`config.mk`:
```
export PLATFORM = sky130hd
export DESIGN_NAME = gpio_altfn_port
export DESIGN_NICKNAME = d
export VERILOG_FILES = /design/src/rtl/gpio_altfn_pkg.sv /design/src/rtl/port_in_sync.sv /design/src/rtl/port_csr.sv /design/src/rtl/port_edge_flags.sv /design/src/rtl/port_pad_drive.sv /design/src/rtl/gpio_altfn_port.sv
export SDC_FILE = /design/constraint.sdc
export NUM_CORES = 1
export LEC_CHECK = 0
export BUFFER_PORTS_ARGS = -buffer_cell sky130_fd_sc_hd__buf_4
export CORE_MARGIN = 10
export CORE_UTILIZATION = 50
export DETAILED_ROUTE_END_ITERATION = 8
export HOLD_SLACK_MARGIN = 0.15
export PLACE_DENSITY = 0.73
export SYNTH_ARGS = -nofsm -noshare
export SYNTH_HDL_FRONTEND = slang
export SYNTH_SLANG_ARGS = --single-unit
export TNS_END_PERCENT = 20
```
`constraint.sdc`:
```
create_clock -name clk -period 2.1 [get_ports clk]
set_clock_uncertainty 0.2 [all_clocks]
set_input_delay 0.315 -clock clk [delete_from_list [all_inputs] [get_ports clk]]
set_output_delay 0.315 -clock clk [all_outputs]
set_load 0.1 [all_outputs]
```
`src/rtl/gpio_altfn_pkg.sv`:
```
package gpio_altfn_pkg;
  localparam int ADDR_W = 3;

  typedef enum logic [ADDR_W-1:0] {
    REG_DIR    = 3'd0,
    REG_OUT    = 3'd1,
    REG_IN     = 3'd2,
    REG_ODRAIN = 3'd3,
    REG_ALTEN  = 3'd4,
    REG_IRQEN  = 3'd5,
    REG_EDGE   = 3'd6,
    REG_FLAG   = 3'd7
  } reg_sel_e;
endpackage

```
`src/rtl/port_in_sync.sv`:
```
module port_in_sync #(
  parameter int NPIN   = 8,
  parameter int STAGES = 2
) (
  input  logic            clk,
  input  logic            rst_n,
  input  logic [NPIN-1:0] raw_i,
  output logic [NPIN-1:0] sync_o
);
  logic [NPIN-1:0] stage_q [STAGES];

  always_ff @(posedge clk or negedge rst_n) begin
    if (!rst_n) begin
      for (int s = 0; s < STAGES; s++) stage_q[s] <= '0;
    end else begin
      stage_q[0] <= raw_i;
      for (int s = 1; s < STAGES; s++) stage_q[s] <= stage_q[s-1];
    end
  end

  assign sync_o = stage_q[STAGES-1];
endmodule

```
`src/rtl/port_csr.sv`:
```
module port_csr
  import gpio_altfn_pkg::*;
#(
  parameter int NPIN = 8
) (
  input  logic              clk,
  input  logic              rst_n,
  input  logic              we_i,
  input  logic [ADDR_W-1:0] addr_i,
  input  logic [NPIN-1:0]   wdata_i,
  output logic [NPIN-1:0]   rdata_o,
  input  logic [NPIN-1:0]   level_i,
  input  logic [NPIN-1:0]   flag_i,
  output logic [NPIN-1:0]   dir_o,
  output logic [NPIN-1:0]   out_o,
  output logic [NPIN-1:0]   odrain_o,
  output logic [NPIN-1:0]   alten_o,
  output logic [NPIN-1:0]   irqen_o,
  output logic [NPIN-1:0]   edge_o,
  output logic [NPIN-1:0]   clr_o
);
  always_ff @(posedge clk or negedge rst_n) begin
    if (!rst_n) begin
      dir_o    <= '0;
      out_o    <= '1;
      odrain_o <= '0;
      alten_o  <= '0;
      irqen_o  <= '0;
      edge_o   <= '0;
    end else if (we_i) begin
      case (reg_sel_e'(addr_i))
        REG_DIR:    dir_o    <= wdata_i;
        REG_OUT:    out_o    <= wdata_i;
        REG_ODRAIN: odrain_o <= wdata_i;
        REG_ALTEN:  alten_o  <= wdata_i;
        REG_IRQEN:  irqen_o  <= wdata_i;
        REG_EDGE:   edge_o   <= wdata_i;
        default: ;
      endcase
    end
  end

  assign clr_o = (we_i && reg_sel_e'(addr_i) == REG_FLAG) ? wdata_i : '0;

  always_comb begin
    case (reg_sel_e'(addr_i))
      REG_DIR:    rdata_o = dir_o;
      REG_OUT:    rdata_o = out_o;
      REG_IN:     rdata_o = level_i;
      REG_ODRAIN: rdata_o = odrain_o;
      REG_ALTEN:  rdata_o = alten_o;
      REG_IRQEN:  rdata_o = irqen_o;
      REG_EDGE:   rdata_o = edge_o;
      REG_FLAG:   rdata_o = flag_i;
      default:    rdata_o = '0;
    endcase
  end


  dir_hold_chk: assert property (@(posedge clk) disable iff (!rst_n)
    !(we_i && reg_sel_e'(addr_i) == REG_DIR) |=> $stable(dir_o));
endmodule

```
`src/rtl/port_edge_flags.sv`:
```
module port_edge_flags #(
  parameter int NPIN = 8
) (
  input  logic            clk,
  input  logic            rst_n,
  input  logic [NPIN-1:0] level_i,
  input  logic [NPIN-1:0] falling_i,
  input  logic [NPIN-1:0] clr_i,
  output logic [NPIN-1:0] flag_o
);
  localparam int PRIME_LEN = 3;

  logic [NPIN-1:0]      prev_q;
  logic [PRIME_LEN-1:0] prime_q;
  logic [NPIN-1:0]      hit;

  always_ff @(posedge clk or negedge rst_n) begin
    if (!rst_n) begin
      prev_q  <= '0;
      prime_q <= '0;
      flag_o  <= '0;
    end else begin
      prev_q  <= level_i;
      prime_q <= {prime_q[PRIME_LEN-2:0], 1'b1};
      flag_o  <= (flag_o & ~clr_i) | hit;
    end
  end

  // a change toward the selected polarity; history must be valid first
  assign hit = {NPIN{prime_q[PRIME_LEN-1]}} & (level_i ^ prev_q) & (level_i ^ falling_i);

  for (genvar i = 0; i < NPIN; i++) begin : g_chk

    flag_cause_chk: assert property (@(posedge clk) disable iff (!rst_n)
      $rose(flag_o[i]) |-> $past(level_i[i] != prev_q[i]));

    flag_sticky_chk: assert property (@(posedge clk) disable iff (!rst_n)
      (flag_o[i] && !clr_i[i]) |=> flag_o[i]);

    set_wins_chk: assert property (@(posedge clk) disable iff (!rst_n)
      (hit[i] && clr_i[i]) |=> flag_o[i]);

    steady_quiet_chk: assert property (@(posedge clk) disable iff (!rst_n)
      (level_i[i] == prev_q[i] && !flag_o[i]) |=> !flag_o[i]);
  end
endmodule

```
`src/rtl/port_pad_drive.sv`:
```
module port_pad_drive #(
  parameter int NPIN = 8
) (
  input  logic            clk,
  input  logic            rst_n,
  input  logic [NPIN-1:0] dir_i,
  input  logic [NPIN-1:0] out_i,
  input  logic [NPIN-1:0] odrain_i,
  input  logic [NPIN-1:0] alten_i,
  input  logic [NPIN-1:0] alt_dir_i,
  input  logic [NPIN-1:0] alt_out_i,
  output logic [NPIN-1:0] pad_oe_o,
  output logic [NPIN-1:0] pad_out_o,
  output logic [NPIN-1:0] pad_pu_o
);
  for (genvar i = 0; i < NPIN; i++) begin : g_pin
    logic dir_e, val_e;

    assign dir_e = alten_i[i] ? alt_dir_i[i] : dir_i[i];
    assign val_e = alten_i[i] ? alt_out_i[i] : out_i[i];

    always_comb begin
      if (!dir_e) begin
        pad_oe_o[i]  = 1'b0;
        pad_out_o[i] = 1'b0;
        pad_pu_o[i]  = out_i[i];
      end else if (odrain_i[i]) begin
        pad_oe_o[i]  = ~val_e;
        pad_out_o[i] = 1'b0;
        pad_pu_o[i]  = val_e;
      end else begin
        pad_oe_o[i]  = 1'b1;
        pad_out_o[i] = val_e;
        pad_pu_o[i]  = 1'b0;
      end
    end


    odrain_no_high_chk: assert property (@(posedge clk) disable iff (!rst_n)
      odrain_i[i] |-> !(pad_oe_o[i] && pad_out_o[i]));

    input_hiz_chk: assert property (@(posedge clk) disable iff (!rst_n)
      (!alten_i[i] && !dir_i[i]) |-> (!pad_oe_o[i] && pad_pu_o[i] == out_i[i]));

    alt_follow_chk: assert property (@(posedge clk) disable iff (!rst_n)
      (alten_i[i] && alt_dir_i[i] && !odrain_i[i]) |-> (pad_oe_o[i] && pad_out_o[i] == alt_out_i[i]));
  end
endmodule

```
`src/rtl/gpio_altfn_port.sv`:
```
module gpio_altfn_port
  import gpio_altfn_pkg::*;
#(
  parameter int NPIN        = 8,
  parameter int SYNC_STAGES = 2
) (
  input  logic              clk,
  input  logic              rst_n,
  input  logic              cfg_we,
  input  logic [ADDR_W-1:0] cfg_addr,
  input  logic [NPIN-1:0]   cfg_wdata,
  output logic [NPIN-1:0]   cfg_rdata,
  input  logic [NPIN-1:0]   alt_dir,
  input  logic [NPIN-1:0]   alt_out,
  output logic [NPIN-1:0]   alt_in,
  input  logic [NPIN-1:0]   pad_in,
  output logic [NPIN-1:0]   pad_oe,
  output logic [NPIN-1:0]   pad_out,
  output logic [NPIN-1:0]   pad_pu,
  output logic              irq
);
  logic [NPIN-1:0] level, flag, dir_r, out_r, od_r, alten_r, irqen_r, edge_r, clr;

  port_in_sync #(.NPIN(NPIN), .STAGES(SYNC_STAGES)) u_sync (
    .clk(clk), .rst_n(rst_n), .raw_i(pad_in), .sync_o(level)
  );

  port_csr #(.NPIN(NPIN)) u_csr (
    .clk(clk), .rst_n(rst_n), .we_i(cfg_we), .addr_i(cfg_addr),
    .wdata_i(cfg_wdata), .rdata_o(cfg_rdata), .level_i(level), .flag_i(flag),
    .dir_o(dir_r), .out_o(out_r), .odrain_o(od_r), .alten_o(alten_r),
    .irqen_o(irqen_r), .edge_o(edge_r), .clr_o(clr)
  );

  port_edge_flags #(.NPIN(NPIN)) u_flags (
    .clk(clk), .rst_n(rst_n), .level_i(level), .falling_i(edge_r),
    .clr_i(clr), .flag_o(flag)
  );

  port_pad_drive #(.NPIN(NPIN)) u_pads (
    .clk(clk), .rst_n(rst_n), .dir_i(dir_r), .out_i(out_r), .odrain_i(od_r),
    .alten_i(alten_r), .alt_dir_i(alt_dir), .alt_out_i(alt_out),
    .pad_oe_o(pad_oe), .pad_out_o(pad_out), .pad_pu_o(pad_pu)
  );

  assign alt_in = level;
  assign irq    = |(flag & irqen_r);


  irq_hold_chk: assert property (@(posedge clk) disable iff (!rst_n)
    (irq && !cfg_we) |=> irq);
endmodule

```
==> impl_metrics.csv, run 1 <==
group,metric,value,unit
logic_synthesis,synthSimpleGateAreaFrac,16.3,%
sta,fmax,0.450,GHz
detailed_routing,dr.pass1.iters,5,
global_route,grt_max_degree,47,
logic_synthesis,synth-xor-area-share,0,%
logic_synthesis,synth-compound-area-share,13.5,%
die,dieWidth,112,um
worst_setup_path,crit_fanout,2,
clocking,cts.sinks,83,
clocking,clk_pin_slew_worst_paths,0.09,ns
worst_setup_path,endpoint_kind,"primary output",
sta,slew_violations,0,
worst_hold_path,hp-class,"reg -> reg",
logic_synthesis,synth_seq_cells,83,
worst_setup_path,start_kind,"register",
global_route,antenna_found_initial,0,
finish,utilization,68.8,%
die,fp-row-count,33,
finish,stdcell_area,0.00566,mm2
clocking,cts_buffers,9,
placement,port_buffers,78,
finish,layout.nets,548,
worst_setup_path,crit_required,1.58,ns
clocking,root_buffer,"clkbuf_8",
finish,drive_gt1_share,39.4,%
sta,rsz0062_at_grt,"yes",
logic_synthesis,syn_nets,428,
logic_synthesis,synth_top_cells_by_area,"dfrtp_1, mux2_2, o21ai_0",
sta,slew_headroom,60.5,%
sta,post-route-period-util,106,%
logic_synthesis,synth_top_area_cell,"dfrtp_1",
worst_hold_path,hold_end,"u_sync.sync_o[1]",
worst_setup_path,crit_arrival,1.71,ns
clocking,cts_tree,"done",
sta,timing.hold.ws,0.148,ns
finish,nFillCells,619,
power,p_leak,0.00253,uW
detailed_routing,wirelength,11.2,mm
worst_setup_path,critPathKind,"reg -> out",
logic_synthesis,synth_top_family_by_area,"simple AND/OR/NAND/NOR gates",
clocking,clock_path_buffers,2,
sta,fin_crit,2.22,ns
status,violations,"negative setup slack",
detailed_routing,vias_per_cell,5.60,
logic_synthesis,synthAdderAreaFrac,0,%
die,dieArea,0.0125,mm2
die,core,0.00822,mm2
sta,hold_violations,0,
global_route,grt_pass1_vias,3603,
detailed_routing,drtIter0Drc,135,
worst_hold_path,hold_path_startpoint,"u_sync.stage_q[9]",
logic_synthesis,muxShareOfSynthArea,16.2,%
detailed_routing,vias,3471,
finish,area_growth,33.7,%
logic_synthesis,syn_area,0.00423,mm2
worst_setup_path,worst_r2r_endpoint,"u_csr.odrain_o[0]",
placement,hpwl,7.97,mm
finish,regArea,0.00210,mm2
power,ir_drop,574,uV
sta,worst_slack,-0.121,ns
worst_setup_path,rr_worst_depth,3,
placement,placed_cell_area,0.00505,mm2
placement,place_congestion,0.805,
die,io-pin-count,79,
detailed_routing,routedWlPerCell,18.1,um
logic_synthesis,synth_cells,390,
global_route,grt_pass1_wl,18.0,mm
logic_synthesis,ys_types,42,
logic_synthesis,avgSynthCellArea,10.8,um2
detailed_routing,antenna_left,0,
finish,multi_input_area,0.00200,mm2
clocking,insertion_delay,0.37,ns
worst_setup_path,r2r_start,"u_csr.odrain_o[0]",
die,die-height,112,um
worst_setup_path,worst-r2r-setup-slack,0.88,ns
logic_synthesis,synth_top_area_share,44.4,%
worst_hold_path,holdPathStages,0,
die,initial_core_util,51.5,%
sta,setup_tns,-0.306,ns
status,outcome,"finished with violations",
clocking,cts_max_level,3,
logic_synthesis,yosys_warnings,0,
power,powerDensity,1030,mW/mm2
flow_run,drv_cap,0,
detailed_routing,post-route-drc-count,0,
sta,worstMarginPinSlew,0.590,ns
global_route,grt_use_total,17.5,%
finish,antenna_cells,0,
sta,setup_violations,7,
global_route,grt_overflow,0,
logic_synthesis,seq_area_frac_synth,49.3,%
## through the flow
| stage | power [uW] | worst slack [ns] | instances |
|---|---|---|---|
| finish | 5800 | -0.121 | 620 |
| global route | 6070 | -0.182 | 620 |
| CTS | 5730 | -0.125 | 616 |
| detailed placement | 4530 | -0.0207 | 580 |
| global placement | 4470 | 0.0362 | 580 |
| floorplan | 3950 | -0.518 | 390 |
## registers in the layout (all words and copies together) (netlist names)
name,flops
u_csr.out_o,8
u_flags.prev_q,8
u_csr.edge_o,8
u_sync.stage_q,8
u_csr.irqen_o,8
u_sync.sync_o,8
u_flags.flag_o,8
u_csr.dir_o,8
u_csr.odrain_o,8
u_flags.prime_q,3
u_csr.alten_o,8
## final cells by class
cell class                      count  share of cell area [%]
Sequential cell                    83                    37.0
Clock buffer                       10                    2.43
Clock inverter                      6                   0.885
Timing Repair Buffer              132                    21.3
Inverter                            9                   0.597
Multi-Input combinational cell    275                    35.4
Tap cell                          105                    2.32
## synth_stat cells
cell      instances
dfrtp_1          75
o21ai_0          47
nand2_1          44
mux2_2           39
mux2i_1          20
nand3_1          16
nand3b_1         15
a21oi_1          10
buf_4            10
and3_1            9
inv_1             9
nand2b_1          9
nor2b_1           9
a22o_1            8
dfstp_2           8
nor2_1            8
o22ai_1           7
a221oi_1          6
o22a_1            6
buf_2             5
a22oi_1           4
buf_6             3
clkbuf_1          3
mux2_1            2
a211oi_1          1
a221o_1           1
and4_1            1
buf_1             1
buf_8             1
conb_1            1
mux4_2            1
nand4_1           1
nand4_2           1
nand4b_2          1
nand4b_4          1
nor3_4            1
nor4b_4           1
nor4bb_1          1
o31ai_1           1
o32a_1            1
or3_1             1
or3b_2            1
## cell usage in the layout, fill, tap and decap left out, types with 6 or more instances in the layout
master         instances
dfstp_2                8
buf_4                 90
dfrtp_2                7
nand2_1               44
nand3b_1              15
mux2_2                39
o21ai_1               15
nor2b_1                9
a22o_1                 8
buf_12                 9
clkbuf_8              10
dfrtp_1               68
mux2i_1               20
a21oi_1                7
o22ai_1                7
dlygate4sd3_1         18
nor2_1                 8
and3_1                 8
nand3_1               16
o22a_1                 6
inv_1                  9
o21ai_0               28
nand2b_1               9
buf_6                 15
## kinds of logic after synthesis
kind of cell           Yosys count
muxes                           62
other                            1
and+or+nand+nor                120
AOI/OAI and AO/OA               92
DFF                             83
buffers and inverters           32
## worst max-delay path, cell delays in order (launching register included)
cell and delay [ns]:
dfrtp_1 0.40, mux2_2 0.27, and3_4 0.17, o32a_1 0.33
buf_12 0.18
## repair_timing
action | 4_1_cts | 5_1_grt
setup endpoints to repair | 9 | 18
hold endpoints to repair | 144 | 0
hold buffers | 18 | 0
pin swaps | 1 | 6
resized for setup | 30 | 25
buffers inserted | 2 | 4
## per-layer routing
layer	GRT usage [%]	share of wire, %
met1	20.2	41
met2	30.1	51
met3	5.69	5.4
met4	5.67	1.7
met5	0	0
## where the power goes
part	total (uW)	switching [uW]	internal [uW]	leakage [uW]
clock network	1070	601	470	0.0000827
registers	2210	313	1890	0.000954
logic	2520	1670	852	0.00149
## worst max-delay path by stage
| stage | start | endpoint | slack (ns) | depth (start not counted) |
|---|---|---|---|---|
| after floorplan | u_csr.out_o[0] | pad_out[0] | -0.52 | 2 |
| after global placement | cfg_addr[1] | cfg_rdata[3] | 0.04 | 6 |
| after detailed placement | cfg_addr[1] | cfg_rdata[0] | -0.02 | 5 |
| after CTS | u_csr.alten_o[0] | cfg_rdata[0] | -0.12 | 4 |
| after global routing | u_csr.odrain_o[0] | cfg_rdata[0] | -0.18 | 4 |
| final | u_csr.odrain_o[0] | cfg_rdata[0] | -0.12 | 4 |
No activity file was read; power rests on OpenSTA's default activity.
==> inputs of run 2 (changes only) <==
--- a/config.mk
+++ b/config.mk
@@ -7,10 +7,10 @@
 export LEC_CHECK = 0
 export BUFFER_PORTS_ARGS = -buffer_cell sky130_fd_sc_hd__buf_4
 export CORE_MARGIN = 10
-export CORE_UTILIZATION = 50
+export CORE_UTILIZATION = 45
 export DETAILED_ROUTE_END_ITERATION = 8
 export HOLD_SLACK_MARGIN = 0.15
-export PLACE_DENSITY = 0.73
+export PLACE_DENSITY = 0.66
 export SYNTH_ARGS = -nofsm -noshare
 export SYNTH_HDL_FRONTEND = slang
 export SYNTH_SLANG_ARGS = --single-unit
==> impl_metrics.csv, run 2 (synthesis gave the netlist of run 1 again) <==
group,metric,value,unit
status,outcome,"finished with violations",
status,violations,"negative setup slack",
sta,setup_violations,6,
detailed_routing,vias_per_cell,5.45,
finish,antenna_cells,0,
sta,rsz0062_at_grt,"yes",
placement,port_buffers,78,
detailed_routing,routedWlPerCell,17.4,um
power,switching_power,2580,uW
detailed_routing,wirelength,11.0,mm
placement,hpwl,7.89,mm
sta,timing.hold.ws,0.156,ns
global_route,antenna_found_initial,0,
global_route,grt_max_degree,38,
sta,slew_headroom,65.3,%
power,total_power,6030,uW
power,p_leak,0.00260,uW
sta,worst_slack,-0.112,ns
placement,placed_cell_area,0.00511,mm2
clocking,cts_tree,"done",
power,ir_drop,596,uV
power,combPwrFrac,42.5,%
worst_setup_path,endpoint_kind,"primary output",
detailed_routing,antenna_left,0,
die,core,0.00920,mm2
sta,post-route-period-util,105,%
finish,stdcell_area,0.00576,mm2
placement,place_congestion,0.809,
flow_run,drv_cap,0,
sta,fin_crit,2.21,ns
power,powerDensity,1050,mW/mm2
clocking,clock_path_buffers,2,
sta,hold_violations,0,
worst_hold_path,hp-class,"reg -> reg",
detailed_routing,vias,3456,
power,p_sw_share,42.8,%
finish,nFillCells,745,
power,p_clk_share,21.3,%
detailed_routing,post-route-drc-count,0,
sta,fmax,0.452,GHz
detailed_routing,drtIter0Drc,233,
detailed_routing,dr.pass1.iters,4,
finish,regArea,0.00210,mm2
finish,layout.nets,556,
sta,setup_tns,-0.256,ns
clocking,insertion_delay,0.36,ns
clocking,cts_buffers,9,
sta,worstMarginPinSlew,0.513,ns
power,intPower,3450,uW
die,dieWidth,117,um
die,initial_core_util,46.0,%
global_route,grt_pass1_vias,3482,
worst_setup_path,crit_arrival,1.70,ns
die,dieArea,0.0137,mm2
global_route,grt_overflow,0,
die,io-pin-count,79,
finish,layout_commonest_cell,"buf_4",
global_route,grt_pass1_wl,17.5,mm
worst_setup_path,crit_fanout,2,
finish,multi_input_area,0.00201,mm2
finish,area_growth,36.2,%
power,seq_power_share,36.2,%
clocking,root_buffer,"clkbuf_8",
finish,drive_gt1_share,40.2,%
clocking,cts.sinks,83,
finish,final_cell_mix,"buf_4, dfrtp_1, nand2_1",
worst_setup_path,critPathKind,"reg -> out",
die,fp-row-count,35,
clocking,clk_pin_slew_worst_paths,0.09,ns
finish,utilization,62.7,%
sta,slew_violations,0,
die,die-height,117,um
global_route,grt_use_total,16.4,%
worst_setup_path,start_kind,"register",
worst_setup_path,crit_required,1.58,ns
clocking,cts_max_level,3,
==> run 2: cell count changes in the layout (fill, tap and decap cells not counted), sizes merged <==
cell      delta
inv          +2
clkinv       -1
clkinvlp     -3
bufinv       +2
buf          +8
==> run 2: final timing paths <==
path,startpoint,endpoint,slack (ns),cells past startpoint
worst max-delay path,u_sync.sync_o[0],cfg_rdata[0],-0.11,4
worst min-delay path,u_sync.stage_q[8],u_sync.sync_o[0],0.16,0
worst max register to register,u_csr.edge_o[3],u_flags.flag_o[3],0.83,4
worst min register to register,u_sync.stage_q[8],u_sync.sync_o[0],0.16,0
max in group asynchronous,rst_n,u_csr.out_o[1],0.80,3
min in group asynchronous,rst_n,u_sync.sync_o[0],0.25,2
==> run 2: stage by stage <==
step,setup slack [ns],std cells
floorplan,-0.518,390
global placement,-0.0101,593
detailed placement,-0.0406,593
CTS,-0.146,630
global route,-0.181,634
finish,-0.112,634
==> run 2: layer usage <==
| layer | GRT usage, % | share of wire, % | vias up |
|---|---|---|---|
| li1 | - | - | 1686 |
| met4 | 5.11 | 1.4 | 0 |
| met1 | 20.0 | 44 | 1676 |
| met5 | 0 | 0 | - |
| met2 | 27.4 | 49 | 82 |
| met3 | 4.59 | 5.4 | 12 |
==> run 2: power by group through the flow <==
stage	logic, uW	clock network [uW]	registers [uW]
floorplan	1820	0	2130
global placement	2270	0	2210
detailed placement	2300	0	2230
CTS	2450	1330	2190
global route	2700	1400	2230
finish	2560	1290	2180
==> run 2: cell type report <==
| cell class | instances | share of cell area [%] |
|---|---|---|
| Multi-Input combinational cell | 275 | 34.9 |
| Sequential cell | 83 | 36.4 |
| Clock buffer | 10 | 2.21 |
| Inverter | 9 | 0.586 |
| Clock inverter | 6 | 1.67 |
| Tap cell | 111 | 2.41 |
| Timing Repair Buffer | 140 | 21.9 |
==> run 2: what timing repair did <==
| action | CTS | global route |
|---|---|---|
| hold endpoints to repair | 140 | 1 |
| resized for setup | 30 | 25 |
| gates cloned | 0 | 0 |
| hold buffers | 17 | 1 |
| endpoints found under the setup margin | 10 | 19 |
| buffers inserted | 4 | 3 |
| pin swaps | 3 | 8 |
==> run 2: worst max-delay path, cell delays in order (launching register included) <==
cell and delay, ns:
dfrtp_1 0.39, mux2_2 0.26, and3_1 0.17, o32a_1 0.31, buf_6 0.19
